## src/rtl/taint_pkg.sv

```systemverilog
package taint_pkg;
   typedef enum logic [1:0] {
      OP_AND  = 2'b00,
      OP_OR   = 2'b01,
      OP_NOTA = 2'b10,
      OP_ZERO = 2'b11
   } tl_op_e;

   typedef struct packed {
      logic val;
      logic tnt;
   } tl_bit_t;
endpackage

```

## src/rtl/tl_operand_sel.sv

```systemverilog
module tl_operand_sel #(
   parameter int WIDTH = 8
) (
   input  logic [WIDTH-1:0] b,
   input  logic [WIDTH-1:0] b_tnt,
   input  logic             imm_en,
   input  logic [WIDTH-1:0] imm_val,
   input  logic             cfg_taint_const,
   output logic [WIDTH-1:0] b_eff,
   output logic [WIDTH-1:0] bt_eff
);
   localparam logic [WIDTH-1:0] ALL_ONES = {WIDTH{1'b1}};

   always_comb begin
      if (imm_en) begin
         b_eff  = imm_val;
         bt_eff = cfg_taint_const ? ALL_ONES : '0;
      end else begin
         b_eff  = b;
         bt_eff = b_tnt;
      end
   end

   always_comb begin
      if (imm_en && !cfg_taint_const)
         p_clean_const_r5: assert (bt_eff == '0);
      if (imm_en && cfg_taint_const)
         p_dirty_const_r6: assert (bt_eff == ALL_ONES);
   end
endmodule

```

## src/rtl/tl_lane.sv

```systemverilog
module tl_lane
   import taint_pkg::*;
(
   input  tl_op_e  op,
   input  tl_bit_t src_a,
   input  tl_bit_t src_b,
   output tl_bit_t res
);
   logic and_t, or_t;

   always_comb begin
      and_t = (src_a.val & src_b.tnt) | (src_b.val & src_a.tnt) | (src_a.tnt & src_b.tnt);
      or_t  = (~src_a.val & src_b.tnt) | (~src_b.val & src_a.tnt) | (src_a.tnt & src_b.tnt);
      unique case (op)
         OP_AND:  res = '{val: src_a.val & src_b.val, tnt: and_t};
         OP_OR:   res = '{val: src_a.val | src_b.val, tnt: or_t};
         OP_NOTA: res = '{val: ~src_a.val,            tnt: src_a.tnt};
         default: res = '{val: 1'b0,                  tnt: 1'b0};
      endcase
   end

   always_comb begin
      p_label_source_r9: assert (!(res.tnt && !src_a.tnt && !src_b.tnt));
   end
endmodule

```

## src/rtl/tl_out_reg.sv

```systemverilog
module tl_out_reg #(
   parameter int WIDTH = 8
) (
   input  logic             clk,
   input  logic             rst,
   input  logic [WIDTH-1:0] d_val,
   input  logic [WIDTH-1:0] d_tnt,
   output logic [WIDTH-1:0] q_val,
   output logic [WIDTH-1:0] q_tnt
);
   always_ff @(posedge clk) begin
      if (rst) begin
         q_val <= '0;
         q_tnt <= '0;
      end else begin
         q_val <= d_val;
         q_tnt <= d_tnt;
      end
   end

   p_reset_clear_r8: assert property (@(posedge clk)
      rst |=> (q_val == '0 && q_tnt == '0));
endmodule

```

## src/rtl/taint_logic_unit.sv

```systemverilog
module taint_logic_unit
   import taint_pkg::*;
#(
   parameter int WIDTH = 8
) (
   input  logic             clk,
   input  logic             rst,
   input  logic [WIDTH-1:0] a,
   input  logic [WIDTH-1:0] a_tnt,
   input  logic [WIDTH-1:0] b,
   input  logic [WIDTH-1:0] b_tnt,
   input  logic [1:0]       op,
   input  logic             imm_en,
   input  logic [WIDTH-1:0] imm_val,
   input  logic             cfg_taint_const,
   output logic [WIDTH-1:0] y,
   output logic [WIDTH-1:0] y_tnt
);
   if (WIDTH < 1) begin : g_bad_width
      $error("taint_logic_unit: WIDTH must be at least 1");
   end

   tl_op_e           op_e;
   logic [WIDTH-1:0] b_eff, bt_eff;
   logic [WIDTH-1:0] r_val, r_tnt;

   assign op_e = tl_op_e'(op);

   tl_operand_sel #(.WIDTH(WIDTH)) u_sel (
      .b              (b),
      .b_tnt          (b_tnt),
      .imm_en         (imm_en),
      .imm_val        (imm_val),
      .cfg_taint_const(cfg_taint_const),
      .b_eff          (b_eff),
      .bt_eff         (bt_eff)
   );

   for (genvar i = 0; i < WIDTH; i++) begin : g_lane
      tl_bit_t la, lb, lr;
      assign la = '{val: a[i],     tnt: a_tnt[i]};
      assign lb = '{val: b_eff[i], tnt: bt_eff[i]};
      tl_lane u_lane (
         .op   (op_e),
         .src_a(la),
         .src_b(lb),
         .res  (lr)
      );
      assign r_val[i] = lr.val;
      assign r_tnt[i] = lr.tnt;
   end

   tl_out_reg #(.WIDTH(WIDTH)) u_oreg (
      .clk  (clk),
      .rst  (rst),
      .d_val(r_val),
      .d_tnt(r_tnt),
      .q_val(y),
      .q_tnt(y_tnt)
   );

   p_and_value_r1: assert property (@(posedge clk) disable iff (rst)
      (op == 2'b00 && !imm_en) |=> (y == ($past(a) & $past(b))));
   p_or_value_r2: assert property (@(posedge clk) disable iff (rst)
      (op == 2'b01 && !imm_en) |=> (y == ($past(a) | $past(b))));
   p_not_label_r3: assert property (@(posedge clk) disable iff (rst)
      (op == 2'b10) |=> (y == ~$past(a) && y_tnt == $past(a_tnt)));
   p_zero_op_r4: assert property (@(posedge clk) disable iff (rst)
      (op == 2'b11) |=> (y == '0 && y_tnt == '0));
   p_clean_in_r10: assert property (@(posedge clk) disable iff (rst)
      (a_tnt == '0 && (imm_en ? !cfg_taint_const : b_tnt == '0)) |=> (y_tnt == '0));
   p_held_r7: assert property (@(posedge clk) disable iff (rst)
      $stable(r_val) && $stable(r_tnt) |=> (y == $past(r_val) && y_tnt == $past(r_tnt)));
endmodule

```

## config.mk

```make
export PLATFORM = sky130hd
export DESIGN_NAME = taint_logic_unit
export DESIGN_NICKNAME = d
export VERILOG_FILES = /design/src/rtl/taint_pkg.sv /design/src/rtl/tl_operand_sel.sv /design/src/rtl/tl_lane.sv /design/src/rtl/tl_out_reg.sv /design/src/rtl/taint_logic_unit.sv
export SDC_FILE = /design/constraint.sdc
export NUM_CORES = 1
export LEC_CHECK = 0
export CORE_MARGIN = 10
export CORE_UTILIZATION = 50
export CTS_CLUSTER_SIZE = 40
export DETAILED_ROUTE_END_ITERATION = 8
export DONT_BUFFER_PORTS = 1
export SLEW_MARGIN = 20
export SYNTH_ARGS = -nofsm -noshare
export SYNTH_HDL_FRONTEND = slang
export SYNTH_HIERARCHICAL = 1
export SYNTH_SLANG_ARGS = --single-unit
```

## constraint.sdc

```tcl
create_clock -name clk -period 1.9 [get_ports clk]
set_input_delay 0.095 -clock clk [delete_from_list [all_inputs] [get_ports clk]]
set_output_delay 0.095 -clock clk [all_outputs]
set_load 0.02 [all_outputs]
```

### After elaboration in Yosys (flattened, before gate mapping)

Cells that the tools add are included.

* bits in registers: 16
* bits in latches: 0
* bits in writable memories: 0
* bits in read-only memories: 0
* input port bits: 46
* output and inout port bits: 16
* word-level logic and storage cells: 120
* memories: 0

* add/sub/neg operators: 0
* multiply operators: 0
* div/mod/pow operators: 0
* $lt $le $gt $ge: 0
* equality and inequality tests: 2
* shift-type cells: 0
* mux-type cells: 11
* bitwise logic cells: 104
* reduce and logical (&&, ||, !) cells: 1

Operators with widths (number)
* $and 1x1->1: 48
* $pmux 2 s3: 8
* $or 1x1->1: 40
* $mux 8: 3
* $not 1->1: 16
* $eq 2x1->1 const B: 1
* $eq 2x2->1 const B: 1
* $logic_not 2->1: 1

### Longest topological paths before layout

Gate-level depths: netlist of the first run.

* depth in word-level cells: 6
* depth in mapped cells: 7
* depth with buffers taken out: 5

### Cells and area by module

The synthesis of the first run kept the hierarchy.

By module, submodules not included
* tl_lane: instances 8, cells an instance 12, area each 71.3 um2, sequential area each 0.0 um2
* tl_out_reg: instances 1, cells an instance 33, area each 464.2 um2, sequential area each 320.3 um2
* tl_operand_sel: instances 1, cells an instance 18, area each 249.0 um2, sequential area each 0.0 um2

### Least setup slack after synthesis of the first run

OpenSTA, ideal clock, no wires.

* kind: input port to flip-flop
* from: input port imm_en
* to: register u_oreg.q_tnt[0]
* library setup time: 0.116 ns
* arrival time: 1.270 ns
* required time: 1.784 ns
* path slack: 0.514 ns
* stages: 7
* path buffers: 2
* cell sequence: buf_6 buf_12 mux2_4 inv_1 o22ai_1 a311o_1 and2b_2

RTL lines
* from (decl): RTL line taint_logic_unit.sv:13 `input logic imm_en,`
* to (signal assigned): RTL line tl_out_reg.sv:17 `q_tnt <= d_tnt;`
* to (decl): RTL line tl_out_reg.sv:9 `output logic [WIDTH-1:0] q_tnt`

==> results of run 1 <==
-- registers in the layout, indices dropped and copies added, names as in the netlist --
| register | count |
|---|---|
| u_oreg/q_val | 8 |
| u_oreg/q_tnt | 8 |
-- cell type report --
type / instances / share of cell area
clock buffer: 3 / 0.0165
timing repair buffer: 6 / 0.0441
tap: 30 / 0.0276
inverter: 24 / 0.0662
multi-input combinational: 104 / 0.610
sequential: 16 / 0.235
-- stage by stage --
stage                     cell area (sq um)  worst slack [ns]  total power [mW]  hold slack [ns]
after global routing                   1360             0.877             0.822          0.00611
after CTS                              1350             0.958             0.785          0.00338
after floorplan                        1280             0.514             0.581            0.296
after global placement                 1280             0.669             0.579            0.164
final                                  1360             0.899             0.773           0.0169
after detailed placement               1280             0.654             0.583            0.165
-- worst paths after layout --
| path | endpoint | slack [ns] | cells past startpoint |
|---|---|---|---|
| min | u_oreg/q_val[0] | 0.02 | 2 |
| max | u_oreg/q_tnt[1] | 0.90 | 5 |
-- power breakdown --
part	switching, mW	leakage, nW	internal (mW)
combinational	0.0709	0.446	0.119
sequential	0.0406	0.132	0.360
clock	0.108	0.0138	0.0734
-- kinds of logic (layout without fill, tap and decap cells) --
kind of cell / after synthesis / after routing / share of synthesized area
compound gates: 40 / 40 / 0.226
simple gates: 40 / 40 / 0.189
buf+inv: 27 / 33 / 0.103
mux: 16 / 16 / 0.170
flops: 16 / 16 / 0.250
fa+ha+maj: 8 / 8 / 0.0624
-- cell usage after synthesis --
library cell  number
nor2_1             8
nand2_1            8
maj3_1             8
nor2b_1            3
a211oi_1           8
nor2b_2            7
o21ai_0            8
buf_6              2
mux2_4            10
nand2b_1           8
mux2_2             6
buf_12             1
o22ai_1            8
inv_1             24
a311o_1            8
o31ai_1            8
and2b_2            6
dfxtp_1           16
-- layer usage --
layer | GRT usage | wire, um | part of all wire
met4 | 0.0366 | 13 | 0.0040
met5 | 0 | 0 | 0
met2 | 0.226 | 1660 | 0.51
met3 | 0.0683 | 388 | 0.12
met1 | 0.111 | 1190 | 0.37
-- what timing repair did --
item	4_1_cts	5_1_grt
hold buffers	5	1
endpoints found under the setup margin	0	0
gates resized for setup	0	0
hold endpoints to repair	10	1
-- critical path, cell delays in order --
cell     delay [ns]
mux2_2         0.34
o21ai_0        0.16
nor2_1         0.07
a311o_1        0.32
and2b_2        0.19
==> metrics.md, run 1 <==
| Metric | Value |
|---|---|
| Port bufs | 0 |
| Pwr per Cell Area | 568 nW/um^2 |
| N_diodes | 0 |
| IO Pins | 62 |
| Worst IR drop on VDD | 0.404 mV |
| Post-CTS Repair Setup Buffers | 0 |
| Synth area leader | dfxtp_1 |
| Crit path from | imm_en |
| Mapped Avg Cell Area | 8.73 sq um |
| Critical path peak fanout | 16 |
| Largest net degree at the start of global routing | 40 |
| Drt first-iter violations | 105 |
| Initial Util | 0.523 |
| Slew Viols, Final | 0 |
| Reg area | 320 sq um |
| Share of the synthesized area in the top cell type | 0.250 |
| Worst EP required | 2.08 ns |
| Sequential share of the synthesized area | 0.250 |
| Worst-case clock buffer depth | 2 |
| Row cnt | 18 |
| Number of fillers in the final layout | 234 |
| Final setup vio count | 0 |
| Initial antenna violation count | 0 |
| HP Class | input port to register |
| CP startpoint kind | input port |
| # clock sinks | 16 |
| Total Neg Setup Slack | 0 ns |
| Fin cells | 183 |
| RSZ-0062 raised after global routing | no |
| Post-DP HPWL | 2.34 mm |
| Post-DR vias/cell | 5.74 |
| Root Buffer | clkbuf_4 |
| Worst Tran Pin Value | 0.585 ns |
| Worst setup EP type | register |
| Vias | 1050 |
| Hold_sp | a[0] |
| Area of the core | 2450 sq um |
| Placed cell count | 174 |
| TritonRoute pass-1 iters | 4 |
| DRT Wirelength | 3.26 mm |
| Final nets | 201 |
| Static Leak | 0.593 nW |
| Routed Antenna Nets | 0 |
| Clock period minus worst slack | 1.00 ns |
| P&R area growth vs syn | 6.04% |
| Unique masters post-synth | 18 |
| Yosys warns | 6 |
| Vias in the first global route | 1057 |
| Area contributors post-synth | dfxtp_1 25%, mux2_4 12%, inv_1 7.0% |
| Grt total ovfl | 0 |
| Post-Syn Instances | 147 |
| Outcome | finished, final reports clean |
| CTS tree | yes |
| Global-route wire length before repair | 5.06 mm |
| CTS buffer count | 3 |
| Die Area | 4990 sq um |
| Share of cells above drive strength 1 | 0.209 |
| Critical path arrival | 1.18 ns |
| DRC violations left | 0 |
| Fmax | 999 MHz |
| Leading cell type in the layout, fill and taps excluded | inv_1 |
| Max cap viols | 0 |
| Commonest cells after routing, fill and taps aside | 24 x inv_1, 16 x dfxtp_1, 10 x mux2_4 |
| Rel. slew slack | 0.609 |
| GRT Total Usage | 0.122 |
| Final period util | 0.527 |
| Width of the die | 70.7 um |
| Post-synthesis cell area | 1280 sq um |
| Post-layout util | 0.555 |
| Chip height | 70.7 um |
| Gp weighted congestion | 0.732 |
| Area of the multi-input gates | 831 sq um |
| Yosys reg bits | 16 |
| Setup CP Type | input port to register |
| Syn Nets | 193 |
| Clock slew at reported path FFs | 0.10 ns |
| Final hold violation count | 0 |
| WL per Instance | 17.8 um |
| H-tree depth | 1 |
Power figures use the tool's default switching activity.
==> run 2, diff against run 1 <==
PLACE_DENSITY = 0.68   (was unset)
clock period = 0.85 ns   (was 1.9 ns; I/O delays follow)
==> run 2 against run 1 <==
Against the previous run: the flow now finishes with violations (hold timing); via count grew 1.7%; sequential power grew 120%; sequential share of layout area grew 0.20 points; flip-flop and latch count is the same; clock power grew 130%; total power grew 130%.
==> metrics.md, run 2 (synthesis results as in run 1) <==
| Metric | Value |
|---|---|
| DRT Wirelength | 3.41 mm (was 3.26 mm) |
| Int Power | 1.25 mW (was 0.553 mW) |
| Vias in the first global route | 1032 (was 1057) |
| Drt first-iter violations | 34 (was 105) |
| Setup CP Type | input port to register (unchanged) |
| Register share of total power | 0.512 (was 0.519) |
| Worst-case clock buffer depth | 2 (unchanged) |
| Outcome | complete, but fails checks (was finished, final reports clean) |
| Total chip power | 1.75 mW (was 0.773 mW) |
| Root Buffer | clkbuf_4 (unchanged) |
| Crit-path max cell delay | 0.30 ns (was 0.34 ns) |
| Post-DR vias/cell | 6.03 (was 5.74) |
| Final setup vio count | 0 (unchanged) |
| Critical path arrival | 1.02 ns (was 1.18 ns) |
| Pwr per Cell Area | 1300 nW/um^2 (was 568 nW/um^2) |
| Hold path depth | 1 (was 2) |
| Clock period minus worst slack | 0.821 ns |
| Post-CTS Repair Setup Buffers | 0 (unchanged) |
| TritonRoute pass-1 iters | 4 (unchanged) |
| Port bufs | 0 (unchanged) |
| Crit-path cells | mux2_4 > o21ai_1 > nor2_1 > a311o_1 > and2b_2 (was mux2_2 > o21ai_0 > nor2_1 > a311o_1 > and2b_2) |
| Final period util | 0.966 |
| Clk network pwr share | 0.239 (was 0.235) |
| Hold worst-path end | u_oreg/q_tnt[5] (was u_oreg/q_val[0]) |
| Worst hold margin | -0.195 ns (was 0.0169 ns) |
| CP startpoint kind | input port (unchanged) |
| Fin cells | 177 (was 183) |
| H-tree depth | 1 (unchanged) |
| Chip height | 70.7 um (unchanged) |
| Leading cell type in the layout, fill and taps excluded | inv_1 (unchanged) |
| Switching power | 0.503 mW (was 0.220 mW) |
| RSZ-0062 raised after global routing | no (unchanged) |
| Die Area | 4990 sq um (unchanged) |
| Initial antenna violation count | 0 (unchanged) |
| CTS buffer count | 3 (unchanged) |
| Slew Viols, Final | 0 (unchanged) |
| Crit path max-delay family | compound AO/OA/AOI/OAI gates (unchanged) |
| Worst setup EP type | register (unchanged) |
| Initial Util | 0.523 (unchanged) |
| Vias | 1068 (was 1050) |
| Post-DP Area | 1310 sq um (was 1280 sq um) |
| Worst EP required | 1.04 ns (was 2.08 ns) |
| Grt total ovfl | 0 (unchanged) |
| Sw Share | 0.287 (was 0.284) |
| Fmax | 1220 MHz |
| WL per Instance | 19.2 um (was 17.8 um) |
| N_diodes | 0 (unchanged) |
| Worst IR drop on VDD | 0.823 mV (was 0.404 mV) |
| DRC violations left | 0 (unchanged) |
| IO Pins | 62 (unchanged) |
| Area of the core | 2450 sq um (unchanged) |
| Placed cell count | 174 (unchanged) |
| HP Class | input port to register (unchanged) |
| Commonest cells after routing, fill and taps aside | 17 x inv_1, 16 x dfxtp_1, 14 x mux2_4 (was 24 x inv_1, 16 x dfxtp_1, 10 x mux2_4) |
| Routed Antenna Nets | 0 (unchanged) |
| Post-layout util | 0.550 (was 0.555) |
| Rel. slew slack | 0.831 (was 0.609) |
| Critical path peak fanout | 16 (unchanged) |
| Width of the die | 70.7 um (unchanged) |
| Failing checks | hold timing |
| Largest regs | u_oreg/q_tnt (8), u_oreg/q_val (8) (unchanged) |
| Max cap viols | 0 (unchanged) |
| Hold_sp | rst (was a[0]) |
| Fin area | 1350 sq um (was 1360 sq um) |
| Final hold violation count | 16 (was 0) |
| Global-route wire length before repair | 5.04 mm (was 5.06 mm) |
| Worst Tran Pin Value | 0.252 ns (was 0.585 ns) |
| Static Leak | 0.597 nW (was 0.593 nW) |
| # clock sinks | 16 (unchanged) |
| Worst Path Buf+Inv | 0 (unchanged) |
| Share of cells above drive strength 1 | 0.313 (was 0.209) |
| Row cnt | 18 (unchanged) |
| Final nets | 195 (was 201) |
| Largest net degree at the start of global routing | 41 (was 40) |
| P&R area growth vs syn | 5.17% (was 6.04%) |
| Comb pwr share | 0.249 (was 0.246) |
| Post-DP HPWL | 2.59 mm (was 2.34 mm) |
| Clock slew at reported path FFs | 0.10 ns (about the same) |
| Gp weighted congestion | 0.742 (was 0.732) |
| CTS tree | yes (unchanged) |
| Critical-path top delay cell | mux2_4 (was mux2_2) |
| GRT Total Usage | 0.125 (was 0.122) |
run 2: changes by cell type in the layout (fill, tap and decap cells not counted):
cell	change
dlygate4sd3_1	-6
o21ai_2	+2
maj3_2	+5
o21ai_1	+6
nor2b_2	-4
inv_2	+7
maj3_1	-5
mux2_2	-4
mux2_4	+4
o21ai_0	-8
inv_1	-7
nor2b_4	+4
run 2: how the worst max path moves through the flow:
stage                start              end  slack, ns  cells after the start
finish              imm_en  u_oreg/q_tnt[1]       0.03                      5
global route        imm_en  u_oreg/q_tnt[7]      0.009                      5
CTS                 imm_en  u_oreg/q_tnt[7]       0.02                      5
detailed placement  imm_en  u_oreg/q_tnt[0]      -0.36                      5
global placement    imm_en  u_oreg/q_tnt[0]      -0.31                      5
floorplan           imm_en  u_oreg/q_val[5]      -0.42                      7
run 2: power by group through the flow:
stage / sequential [mW] / combinational, mW / clock (mW)
detailed placement: 0.919 / 0.423 / 0
global route: 0.905 / 0.483 / 0.478
CTS: 0.902 / 0.427 / 0.432
floorplan: 0.906 / 0.432 / 0
global placement: 0.919 / 0.404 / 0
finish: 0.898 / 0.436 / 0.420
run 2: cell type report:
type	instances	area (sq um)
clock buffer	3	22.5
fill	226	1100
tap	30	37.5
sequential	16	320
multi-input combinational	104	880
inverter	24	90.1
run 2: repair_timing:
| action | in CTS | in global routing |
|---|---|---|
| pin swaps | 1 | 2 |
| gates resized for setup | 2 | 5 |
| endpoints found under the hold margin | 16 | 16 |
| setup endpoints to repair | 1 | 4 |
run 2: per-layer routing:
layer | track usage | vias to the layer above | part of all wire
li1 | - | 527 | -
met1 | 0.117 | 477 | 0.34
met2 | 0.225 | 60 | 0.52
met3 | 0.0628 | 4 | 0.13
met4 | 0.0538 | 0 | 0.0085
met5 | 0 | - | 0
run 2: metrics by stage:
| step | hold slack [ns] | setup TNS (ns) | setup slack (ns) |
|---|---|---|---|
| final | -0.195 | 0 | 0.0286 |
| after global routing | -0.226 | 0 | 0.00857 |
| after CTS | -0.205 | 0 | 0.0172 |
| after detailed placement | 0.111 | -3.49 | -0.361 |
| after global placement | 0.111 | -3.20 | -0.305 |
| after floorplan | 0.243 | -5.87 | -0.422 |
==> run 3, diff against run 2 <==
CORE_UTILIZATION = 35   (was 50)
PLACE_DENSITY = unset   (was 0.68)
==> run 3 against run 2 <==
Against the previous run: the run still ends with hold timing left; via count fell by 1.8%; sequential share of layout area down 1.0 points; clock power increased by 66%; die area rose by 30%; non-clock buffer count stayed put; global-route usage decreased by 1.9 points; combinational power increased by 2%; largest cell class unchanged; largest power group unchanged.
==> metrics.md, run 3 (synthesis results as in run 1) <==
| Metric | Value |
|---|---|
| Largest regs | u_oreg/q_tnt (8), u_oreg/q_val (8) (unchanged) |
| Drt first-iter violations | 37 (was 34) |
| CP startpoint kind | input port (unchanged) |
| Worst IR drop on VDD | 0.569 mV (was 0.823 mV) |
| Vias in the first global route | 1050 (was 1032) |
| Post-DP Area | 1330 sq um (was 1310 sq um) |
| Clock period minus worst slack | 0.835 ns (was 0.821 ns) |
| RSZ-0062 raised after global routing | yes (was no) |
| CTS buffer count | 3 (unchanged) |
| Hold path depth | 1 (unchanged) |
| Critical path peak fanout | 16 (unchanged) |
| Worst Tran Pin Value | 0.228 ns (was 0.252 ns) |
| Share of cells above drive strength 1 | 0.345 (was 0.313) |
| DRT Wirelength | 3.59 mm (was 3.41 mm) |
| Final hold violation count | 10 (was 16) |
| Initial Util | 0.373 (was 0.523) |
| Static Leak | 0.614 nW (was 0.597 nW) |
| P&R area growth vs syn | 9.94% (was 5.17%) |
| Final period util | 0.982 (was 0.966) |
| DRC violations left | 0 (unchanged) |
| Fmax | 1200 MHz (was 1220 MHz) |
| HP Class | input port to register (unchanged) |
| Global-route wire length before repair | 5.41 mm (was 5.04 mm) |
| Area of the core | 3440 sq um (was 2450 sq um) |
| N_diodes | 0 (unchanged) |
| Max cap viols | 0 (unchanged) |
| Outcome | complete, but fails checks (unchanged) |
| Total chip power | 2.04 mW (was 1.75 mW) |
| Worst EP required | 1.00 ns (was 1.04 ns) |
| H-tree depth | 1 (unchanged) |
| Final setup vio count | 0 (unchanged) |
| Worst-case clock buffer depth | 2 (unchanged) |
| GRT Total Usage | 0.105 (was 0.125) |
| Crit path from | imm_en (unchanged) |
| Die Area | 6490 sq um (was 4990 sq um) |
| Grt total ovfl | 0 (unchanged) |
| Routed Antenna Nets | 0 (unchanged) |
| # clock sinks | 16 (unchanged) |
| Root Buffer | clkbuf_8 (was clkbuf_4) |
| Commonest cells after routing, fill and taps aside | 16 x inv_1, 16 x dfxtp_1, 14 x mux2_4 (was 17 x inv_1, 16 x dfxtp_1, 14 x mux2_4) |
| CP endpoint | u_oreg/q_tnt[7] (was u_oreg/q_tnt[1]) |
| Post-DP HPWL | 2.73 mm (was 2.59 mm) |
| Port bufs | 0 (unchanged) |
| Post-CTS Repair Setup Buffers | 0 (unchanged) |
| Number of fillers in the final layout | 350 (was 226) |
| Fin area | 1410 sq um (was 1350 sq um) |
| WL per Instance | 18.5 um (was 19.2 um) |
| Final nets | 195 (unchanged) |
| TritonRoute pass-1 iters | 5 (was 4) |
| Initial antenna violation count | 0 (unchanged) |
| IO Pins | 62 (unchanged) |
| Clock slew at reported path FFs | 0.07 ns (was 0.10 ns) |
| Rel. slew slack | 0.847 (was 0.831) |
| Width of the die | 80.6 um (was 70.7 um) |
| CTS tree | yes (unchanged) |
| Gp weighted congestion | 0.752 (was 0.742) |
| Post-DR vias/cell | 5.41 (was 6.03) |
| Vias | 1049 (was 1068) |
| Largest net degree at the start of global routing | 41 (unchanged) |
| Slew Viols, Final | 0 (unchanged) |
| Critical path arrival | 0.98 ns (was 1.02 ns) |
| Failing checks | hold timing (unchanged) |
| Setup CP Type | input port to register (unchanged) |
| Worst setup EP type | register (unchanged) |
| Row cnt | 21 (was 18) |
| Pwr per Cell Area | 1450 nW/um^2 (was 1300 nW/um^2) |
| Worst hold margin | -0.151 ns (was -0.195 ns) |
| Chip height | 80.6 um (was 70.7 um) |
run 3: area by class of cell:
class	count	area, sq um	share of cell area
clock buffers	4	55.1	0.0390
inverters	24	90.1	0.0638
multi-input cells	104	888	0.629
flip-flops and latches	16	320	0.227
well taps	46	57.6	0.0408
run 3: worst min path at each step:
stage | start | endpoint | slack, ns
detailed placement | rst | u_oreg/q_tnt[5] | 0.11
finish | rst | u_oreg/q_tnt[5] | -0.15
global placement | rst | u_oreg/q_tnt[5] | 0.11
CTS | rst | u_oreg/q_tnt[4] | -0.16
global route | rst | u_oreg/q_tnt[6] | -0.17
floorplan | a[3] | u_oreg/q_val[3] | 0.24
run 3: critical path: stages:
cell	delay (ns)
mux2_4	0.30
o21ai_2	0.11
nor2_1	0.05
a311o_1	0.30
and2b_2	0.18
run 3: what timing repair did:
action                                  4_1_cts  5_1_grt
pin swaps                                     8        6
endpoints found under the setup margin        4        6
gates resized for setup                       7        4
hold endpoints to repair                     13       13
run 3: report_power, final:
group	switching, mW	internal (mW)
combinational	0.159	0.285
sequential	0.0926	0.806
clock	0.288	0.411
run 3: stage by stage:
| step | util | setup TNS, ns | setup WS, ns | cells | hold WS (ns) |
|---|---|---|---|---|---|
| final | 0.410 | 0 | 0.0155 | 194 | -0.151 |
| after CTS | 0.407 | -0.00243 | -0.00243 | 194 | -0.164 |
| after global routing | 0.410 | -0.0149 | -0.00849 | 194 | -0.166 |
| after detailed placement | 0.386 | -3.54 | -0.361 | 190 | 0.112 |
| after floorplan | - | -5.87 | -0.422 | 147 | 0.243 |
| after global placement | 0.386 | -3.20 | -0.305 | 190 | 0.111 |
run 3: routing by layer:
layer	up-vias	global-route usage	share of wire
met2	26	0.192	0.55
met3	2	0.0401	0.074
met1	499	0.103	0.37
li1	522	-	-
met5	-	0	0
met4	0	0.0458	0.0086
